**config.mk**
```make
export PLATFORM = sky130hd
export DESIGN_NAME = led_token_bridge
export DESIGN_NICKNAME = d
export VERILOG_FILES = /design/src/rtl/led_bridge_pkg.sv /design/src/rtl/led_bridge_rst_sync.sv /design/src/rtl/led_bridge_ctrl.sv /design/src/rtl/led_bridge_payload.sv /design/src/rtl/led_token_bridge.sv
export SDC_FILE = /design/constraint.sdc
export NUM_CORES = 1
export LEC_CHECK = 0
export BUFFER_PORTS_ARGS = -buffer_cell sky130_fd_sc_hd__buf_2
export CAP_MARGIN = 20
export CORE_MARGIN = 1
export CORE_UTILIZATION = 35
export CTS_BUF_LIST = sky130_fd_sc_hd__clkbuf_8 sky130_fd_sc_hd__clkbuf_16
export CTS_CLUSTER_DIAMETER = 60
export DETAILED_ROUTE_END_ITERATION = 10
export PLACE_DENSITY = 0.77
export SYNTH_ARGS = -nofsm -noshare
export SYNTH_HDL_FRONTEND = slang
export SYNTH_SLANG_ARGS = --single-unit
```
**constraint.sdc**
```tcl
create_clock -name clk -period 1.5 [get_ports clk]
set_clock_uncertainty 0.2 [all_clocks]
set_input_delay 0.075 -clock clk [delete_from_list [all_inputs] [get_ports clk]]
set_output_delay 0.075 -clock clk [all_outputs]
set_load 0.01 [all_outputs]
```
**src/rtl/led_bridge_pkg.sv**
```systemverilog
package led_bridge_pkg;
  typedef enum logic [0:0] {
    BR_IDLE  = 1'b0,
    BR_WRITE = 1'b1
  } bridge_state_e;
endpackage

```
**src/rtl/led_bridge_rst_sync.sv**
```systemverilog
module led_bridge_rst_sync #(
  parameter int STAGES = 2
) (
  input  logic clk,
  input  logic rst_n,
  output logic rst_sync_n
);
  logic [STAGES-1:0] chain_q;

  always_ff @(posedge clk or negedge rst_n) begin
    if (!rst_n) chain_q <= '0;
    else        chain_q <= {chain_q[STAGES-2:0], 1'b1};
  end

  assign rst_sync_n = chain_q[STAGES-1];
endmodule

```
**src/rtl/led_bridge_ctrl.sv**
```systemverilog
module led_bridge_ctrl
  import led_bridge_pkg::*;
(
  input  logic clk,
  input  logic rst_n,
  input  logic tok_valid,
  input  logic bus_ack,
  output logic tok_ready,
  output logic load_en,
  output logic bus_active
);
  bridge_state_e state_q, state_d;

  always_comb begin
    state_d = state_q;
    load_en = 1'b0;
    case (state_q)
      BR_IDLE: begin
        if (tok_valid) begin
          load_en = 1'b1;
          state_d = BR_WRITE;
        end
      end
      BR_WRITE: begin
        if (bus_ack) state_d = BR_IDLE;
      end
      default: state_d = BR_IDLE;
    endcase
  end

  always_ff @(posedge clk or negedge rst_n) begin
    if (!rst_n) state_q <= BR_IDLE;
    else        state_q <= state_d;
  end

  assign tok_ready  = rst_n && (state_q == BR_IDLE);
  assign bus_active = (state_q == BR_WRITE);
endmodule

```
**src/rtl/led_bridge_payload.sv**
```systemverilog
module led_bridge_payload #(
  parameter int LED_COUNT = 8,
  parameter int DATA_W    = 32
) (
  input  logic                 clk,
  input  logic                 rst_n,
  input  logic                 load_en,
  input  logic [LED_COUNT-1:0] tok_data,
  output logic [DATA_W-1:0]    bus_word,
  output logic [DATA_W/8-1:0]  bus_sel
);
  localparam int SEL_W = DATA_W / 8;

  logic [LED_COUNT-1:0] led_q;

  always_ff @(posedge clk or negedge rst_n) begin
    if (!rst_n)       led_q <= '0;
    else if (load_en) led_q <= tok_data;
  end

  // bit i of the word drives LED i; bits above the LED field stay zero
  genvar gi;
  generate
    for (gi = 0; gi < DATA_W; gi++) begin : g_word
      if (gi < LED_COUNT) begin : g_led
        assign bus_word[gi] = led_q[gi];
      end else begin : g_pad
        assign bus_word[gi] = 1'b0;
      end
    end
    for (gi = 0; gi < SEL_W; gi++) begin : g_sel
      assign bus_sel[gi] = ((gi * 8) < LED_COUNT);
    end
  endgenerate
endmodule

```
**src/rtl/led_token_bridge.sv**
```systemverilog
module led_token_bridge #(
  parameter int                LED_COUNT = 8,
  parameter int                ADDR_W    = 32,
  parameter int                DATA_W    = 32,
  parameter logic [ADDR_W-1:0] LED_ADDR  = 32'h0000_0004
) (
  input  logic                 clk,
  input  logic                 rst_n,
  input  logic [LED_COUNT-1:0] tok_data,
  input  logic                 tok_valid,
  output logic                 tok_ready,
  output logic                 wbm_cyc,
  output logic                 wbm_stb,
  output logic                 wbm_we,
  output logic [ADDR_W-1:0]    wbm_adr,
  output logic [DATA_W-1:0]    wbm_dat,
  output logic [DATA_W/8-1:0]  wbm_sel,
  input  logic                 wbm_ack
);
  logic rst_int_n;
  logic load_en;
  logic active;

  led_bridge_rst_sync #(.STAGES(2)) u_rst (
    .clk       (clk),
    .rst_n     (rst_n),
    .rst_sync_n(rst_int_n)
  );

  led_bridge_ctrl u_ctrl (
    .clk       (clk),
    .rst_n     (rst_int_n),
    .tok_valid (tok_valid),
    .bus_ack   (wbm_ack),
    .tok_ready (tok_ready),
    .load_en   (load_en),
    .bus_active(active)
  );

  led_bridge_payload #(.LED_COUNT(LED_COUNT), .DATA_W(DATA_W)) u_pay (
    .clk     (clk),
    .rst_n   (rst_int_n),
    .load_en (load_en),
    .tok_data(tok_data),
    .bus_word(wbm_dat),
    .bus_sel (wbm_sel)
  );

  assign wbm_cyc = active;
  assign wbm_stb = active;
  assign wbm_we  = active;
  assign wbm_adr = LED_ADDR;
endmodule

```
# After elaboration in Yosys (flattened, before gate mapping)
# Index checks and enable logic that the tools add are counted.
[op_classes]
muxes = 4
div_mod_pow = 0
shift = 0
n_lt_le_gt_ge = 0
n_mul = 0
n_reduce_logical = 1
n_eq_ne = 0
bitwise_logic = 1
addsub = 0
[ops]
columns = ["operator", "count"]
rows = [
  ["1-bit 2-to-1 mux", 3],
  ["1-bit one-hot mux with 2 select lines", 1],
  ["1-bit logical AND", 1],
  ["1-bit NOT", 1],
]
[word_totals]
latch_bits = 0
ram_bits = 0
n_memories = 0
reg_bits = 11
elab_cells = 9
mem_bits_ro = 0

# Depth between registers and ports, before layout
# Gate-level depths: netlist of the first run.
[logic_depth]
word_depth = 2
ltp_mapped = 3

# Modules after synthesis
# From an unflattened synthesis of the first run, not the netlist that was laid out.
[unflattened]
cells_unflattened = 91
area_unflattened_um2 = 917.1
[modules_own_cells]
columns = ["mod", "cells_per_inst", "area_per_inst_um2", "instances"]
rows = [
  ["led_bridge_payload", 47, 549.3, 1],
  ["led_token_bridge", 36, 262.8, 1],
  ["led_bridge_rst_sync", 3, 53.8, 1],
  ["led_bridge_ctrl", 5, 51.3, 1],
]

# Least setup slack after synthesis of the first run
# No wires, ideal clock.
[synth_path]
kind = "register -> register"
start = "register u_ctrl.state_q (netlist: u_ctrl.bus_active)"
end = "register u_pay.led_q[0]"
arrival_time_ns = 1.042
stages_incl_launch_ff = 4
slack_ns = 0.133
synth_period_minus_slack_ns = 1.367
cell_sequence = "dfrtp_1 nor2b_1 buf_6 mux2_4"
[synth_via]
elab_chain_cells = 1
[synth_rtl]
columns = ["item", "line_no", "rtl"]
rows = [
  ["from (decl)", "led_bridge_ctrl.sv:12", "bridge_state_e state_q, state_d;"],
  ["from (signal assigned)", "led_bridge_ctrl.sv:33", "else state_q <= state_d;"],
  ["1-bit 2-to-1 mux", "led_bridge_ctrl.sv:17", "case (state_q)"],
  ["to (signal assigned)", "led_bridge_payload.sv:18", "else if (load_en) led_q <= tok_data;"],
  ["to (decl)", "led_bridge_payload.sv:14", "logic [LED_COUNT-1:0] led_q;"],
]
# Every way passes these cells.
# A chain may end at the register's enable or synchronous reset.

# Worst setup path after layout of the first run
[layout_path]
start = "register u_ctrl.state_q (netlist: u_ctrl.bus_active)"
end = "register u_pay.led_q[4]"
# The elaborated chain is that of the path after synthesis.

==> impl_metrics.tcl, run 1 <==
set metrics [dict create \
    r2r-end "u_pay.led_q[4]$_DFFE_PN0P_" \
    final_cell_mix "conb_1, buf_2, dlygate4sd3_1, dfrtp_1, mux2_4" \
    die_w_um 52.8 \
    cts_buffers 3 \
    endpoint "u_pay.led_q[4]$_DFFE_PN0P_" \
    wl_met1_um 404 \
    internal-power_uw 689 \
    max-cap-violations 0 \
    vias 488 \
    cts_tree "done" \
    powerDensity_nw_per_um2 1010 \
    nets 139 \
    arrival_ns 1.26 \
    finalSetupTns_ns 0 \
    clock_path_buffers 2 \
    numPortBuffers 23 \
    netlist_area_um2 903 \
    instances_no_fill 156 \
    critical-path-slowest-cell "dfrtp_1" \
    gp_congestion 0.664 \
    dp_hpwl_um 813 \
    grt_pass1_wl_um 1750 \
    met2_wirelength_um 626 \
    finalPower_uw 995 \
    required_ns 1.42 \
    dp_cells 140 \
    start_util_pct 36.8 \
    leakagePower_nw 0.588 \
    finalHoldViolations 0 \
    grt_max_degree 10 \
    drtPass1Iterations 6 \
    antenna_found_initial 0 \
    clk_root_buffer_cell "clkbuf_8" \
    synth_area_per_cell_um2 10.3 \
    cts_sinks 11 \
    rsz0062_at_grt "false" \
    ios 84 \
    p_seq_share_pct 38.8 \
    core.rowCount 18 \
    coreArea_um2 2450 \
    fin_crit_sh_pct 89.4 \
    routed.top_layer "met4" \
    pwr-share-clk_pct 28.6 \
    setup.worst_path.start_class "flop" \
    avgRoutedWirePerCell_um 7.44 \
    p_sw_uw 306 \
    setup_viol 0 \
    htreeDepth 1 \
    min_period_ns 1.34 \
    viasPerCell 3.13 \
    critPathCaptureType "flop" \
    antenna_cells 0 \
    drv_slew 0 \
    cts_setup_buffers 0 \
    drc 0 \
    rrSetupSlack_ns 0.16 \
    critPathMaxFanout 9 \
    yosysWarnings 0 \
    area_growth_pct 9.42 \
    path_cells "nor2b_1 -> buf_4 -> mux2_4" \
    grt_pass1_vias 397 \
    r2r_cells 3 \
    synth_cell_type_count 8 \
    clk_pin_slew_ns 0.05 \
    r2r_start "u_ctrl.bus_active$_DFF_PN0_" \
    ant_nets 0 \
    syn_inst 88 \
    vdd_drop_max_uv 660 \
    slowest_delay_ns 0.37 \
    grtUsageTotal_pct 9.41 \
    p_sw_share_pct 30.8 \
    dieArea_um2 2790 \
    drt_iter0_drc 6 \
    routed_wl_um 1160 \
    wl_met3_um 120 \
    final_common_cell "conb_1" \
    finalWorstSetupSlack_ns 0.159 \
    critical_path.startpoint "u_ctrl.bus_active$_DFF_PN0_" \
    fp.dieH_um 52.8 \
    outcome "completed" \
    combinationalPowerShare_pct 32.7 \
    fmax_mhz 745 \
    cts_resized 0 \
    cts.hold.buffers_added 12 \
    synth-seq-area-share_pct 30.5 \
    pre_cts_slack_ns 0.159 \
    ys_seq_elements 11 \
    path_class "reg2reg" \
    grt-ovfl-total 0 \
    drive_above_1_share_pct 29.4 \
    worstSkewPairLatency_ns 0.23 \
    hp-class "reg2reg" \
]
-- synth_stat cells, drive strengths merged --
library cell | number | area share [%]
buf | 63 | 53
dfrtp | 11 | 30
conb | 2 | 0.83
a21o | 1 | 0.83
mux2 | 8 | 13
nor2b | 2 | 1.4
inv | 1 | 0.42
-- cell families after synthesis --
family	share of synthesized area, %
multiplexers	13.3
flip-flops	30.5
AO/OA/AOI/OAI	0.831
AND/OR/NAND/NOR	1.38
buffers and inverters	53.2
other	0.831
-- worst max-delay path, delay by kind of cell, from the launching register on --
kind / cells / cell delay, ns
flops: 1 / 0.37
mux: 1 / 0.31
buf+inv: 1 / 0.21
simple gates: 1 / 0.13
-- metal layers --
metal  track usage [%]  up-vias
met3              2.32        2
li1                  -      222
met4              9.21        0
met1              8.61      217
met5                 0        -
met2              16.5       47
-- worst min-delay path by stage --
| stage | from | slack [ns] | end | depth (start not counted) |
|---|---|---|---|---|
| 2_1_floorplan | rst_n | -0.42 | u_rst.chain_q[0]$_DFF_PN0_ | 0 |
| 3_3_place_gp | rst_n | -0.34 | u_rst.chain_q[0]$_DFF_PN0_ | 1 |
| 3_5_place_dp | rst_n | -0.34 | u_rst.chain_q[0]$_DFF_PN0_ | 1 |
| 4_1_cts | u_rst.chain_q[0]$_DFF_PN0_ | 0.15 | u_rst.chain_q[1]$_DFF_PN0_ | 0 |
| 5_1_grt | u_rst.chain_q[0]$_DFF_PN0_ | 0.15 | u_rst.chain_q[1]$_DFF_PN0_ | 0 |
| 6_report | u_rst.chain_q[0]$_DFF_PN0_ | 0.15 | u_rst.chain_q[1]$_DFF_PN0_ | 0 |
-- state kept, by name, indices dropped and copies added, names as in the netlist --
signal	flops
u_pay.led_q	8
u_rst.chain_q	2
u_ctrl.bus_active	1
-- final cells by class --
| class | instances | area, um^2 |
|---|---|---|
| inverters | 1 | 3.75 |
| well taps | 30 | 37.5 |
| fillers | 238 | 1470 |
| repair buffers | 38 | 258 |
| clock inverters | 1 | 3.75 |
| flip-flops and latches | 11 | 275 |
| multi-input cells | 72 | 369 |
| clock buffers | 3 | 41.3 |
-- power by group through the flow --
stage / clock network [mW] / registers [mW] / logic, mW
global route: 0.314 / 0.394 / 0.358
finish: 0.284 / 0.386 / 0.325
detailed placement: 0 / 0.386 / 0.299
floorplan: 0 / 0.417 / 0.298
CTS: 0.299 / 0.385 / 0.322
global placement: 0 / 0.387 / 0.293
-- metrics by stage --
stage                     hold WS, ns  area [um^2]  util (%)
final                           0.148          988      40.3
after global routing            0.154          988      40.3
after CTS                       0.151          988      40.3
after detailed placement       -0.336          823      33.5
after global placement         -0.337          823      33.5
after floorplan                -0.421         1120         -
Power figures use the tool's default switching activity.
==> run 2: changes to the inputs <==
--- a/config.mk
+++ b/config.mk
@@ -7,11 +7,13 @@
 export LEC_CHECK = 0
 export BUFFER_PORTS_ARGS = -buffer_cell sky130_fd_sc_hd__buf_2
 export CAP_MARGIN = 20
+export CORE_ASPECT_RATIO = 1.75
 export CORE_MARGIN = 1
 export CORE_UTILIZATION = 35
 export CTS_BUF_LIST = sky130_fd_sc_hd__clkbuf_8 sky130_fd_sc_hd__clkbuf_16
 export CTS_CLUSTER_DIAMETER = 60
 export DETAILED_ROUTE_END_ITERATION = 10
+export HOLD_SLACK_MARGIN = 0.12
 export PLACE_DENSITY = 0.77
 export SYNTH_ARGS = -nofsm -noshare
 export SYNTH_HDL_FRONTEND = slang
==> impl_metrics.tcl, run 2 (synthesized netlist as in run 1, its figures left out) <==
set metrics [dict create \
    drive_above_1_share_pct 28.8 \
    dieArea_um2 2800 \
    final_area_um2 976 \
    arrival_ns 1.29 \
    cts_sinks 11 \
    cts_tree "done" \
    rsz0062_at_grt "false" \
    clk_root_buffer_cell "clkbuf_8" \
    worstSkewPairLatency_ns 0.23 \
    clock_path_buffers 2 \
    cts.hold.buffers_added 12 \
    die_w_um 40.4 \
    grtUsageTotal_pct 7.54 \
    largest_reg_flops 8 \
    critPathCaptureType "flop" \
    drt_iter0_drc 5 \
    max-cap-violations 0 \
    avgRoutedWirePerCell_um 7.04 \
    min_period_ns 1.38 \
    grt_max_degree 10 \
    cts_buffers 3 \
    hold_ws_ns 0.145 \
    core.rowCount 24 \
    drtPass1Iterations 4 \
    dp_cells 135 \
    nets 138 \
    setup.worst_path.start_class "flop" \
    numPortBuffers 23 \
    critPathMaxFanout 9 \
    final_common_cell "conb_1" \
    cts_setup_buffers 0 \
    fp.dieH_um 69.2 \
    required_ns 1.41 \
    htreeDepth 1 \
    path_class "reg2reg" \
    leakagePower_nw 0.583 \
    area_growth_pct 8.03 \
    start_util_pct 36.7 \
    gp_congestion 0.579 \
    viasPerCell 3.25 \
    clk_pin_slew_ns 0.05 \
    antenna_found_initial 0 \
    placed_cell_area_um2 811 \
    setup_viol 0 \
    dp_hpwl_um 781 \
    hp-class "reg2reg" \
    vias 491 \
    cts_resized 0 \
    outcome "completed" \
    fmax_mhz 725 \
    drv_slew 0 \
    coreArea_um2 2460 \
    finalHoldViolations 0 \
    regMostFlops "u_pay.led_q" \
    fin_crit_sh_pct 92.0 \
    routed_wl_um 1060 \
    drc 0 \
    vdd_drop_max_uv 548 \
    finalSetupTns_ns 0 \
    grt_pass1_vias 368 \
    grt_pass1_wl_um 1440 \
    final_cell_mix "conb_1, buf_2, dlygate4sd3_1, dfrtp_1, mux2_4" \
    ant_nets 0 \
    finalPower_uw 976 \
    grt-ovfl-total 0 \
    ios 84 \
    instances_no_fill 151 \
    antenna_cells 0 \
    powerDensity_nw_per_um2 1000 \
]
-- run 2: cell type report --
class                      count  area [um^2]
fill                         249         1490
multi-input combinational     72          369
sequential                    11          275
timing repair buffer          37          250
clock buffer                   3         41.3
tap                           26         32.5
clock inverter                 1         3.75
inverter                       1         3.75
-- run 2: per-layer routing --
metal,wire length [um],share of wire (%),vias up,track usage (%)
met1,393,37,216,8.49
met5,0,0,-,0
met4,0,0,0,5.56
met2,517,49,55,10.8
li1,-,-,220,-
met3,152,14,0,2.88
-- run 2: stage by stage --
step / setup slack [ns] / util, %
floorplan: 0.133 / -
global placement: 0.148 / 32.9
detailed placement: 0.118 / 32.9
CTS: 0.107 / 39.6
global route: 0.0351 / 39.6
finish: 0.120 / 39.6
-- run 2: where the power goes --
| group | switching, mW | leakage (nW) | internal [mW] | total (mW) |
|---|---|---|---|---|
| Combinational | 0.162 | 0.428 | 0.151 | 0.314 |
| Sequential | 0.0303 | 0.129 | 0.353 | 0.384 |
| Clock | 0.100 | 0.0269 | 0.179 | 0.279 |
-- run 2: worst paths after layout --
check                                             from  slack, ns  depth (start not counted)                          to
max                        u_ctrl.bus_active$_DFF_PN0_       0.12                          3  u_pay.led_q[2]$_DFFE_PN0P_
min                         u_rst.chain_q[0]$_DFF_PN0_       0.14                          0  u_rst.chain_q[1]$_DFF_PN0_
max reg2reg                u_ctrl.bus_active$_DFF_PN0_       0.12                          3  u_pay.led_q[2]$_DFFE_PN0P_
min reg2reg                 u_rst.chain_q[0]$_DFF_PN0_       0.14                          0  u_rst.chain_q[1]$_DFF_PN0_
max in group asynchronous   u_rst.chain_q[1]$_DFF_PN0_       0.45                          2  u_pay.led_q[1]$_DFFE_PN0P_
min in group asynchronous                        rst_n       0.48                          3  u_rst.chain_q[0]$_DFF_PN0_
-- run 2: worst max-delay path, cell delays in order, from the launching register on --
cell	delay [ns]
dfrtp_1	0.41
nor2b_1	0.12
buf_4	0.21
mux2_4	0.32
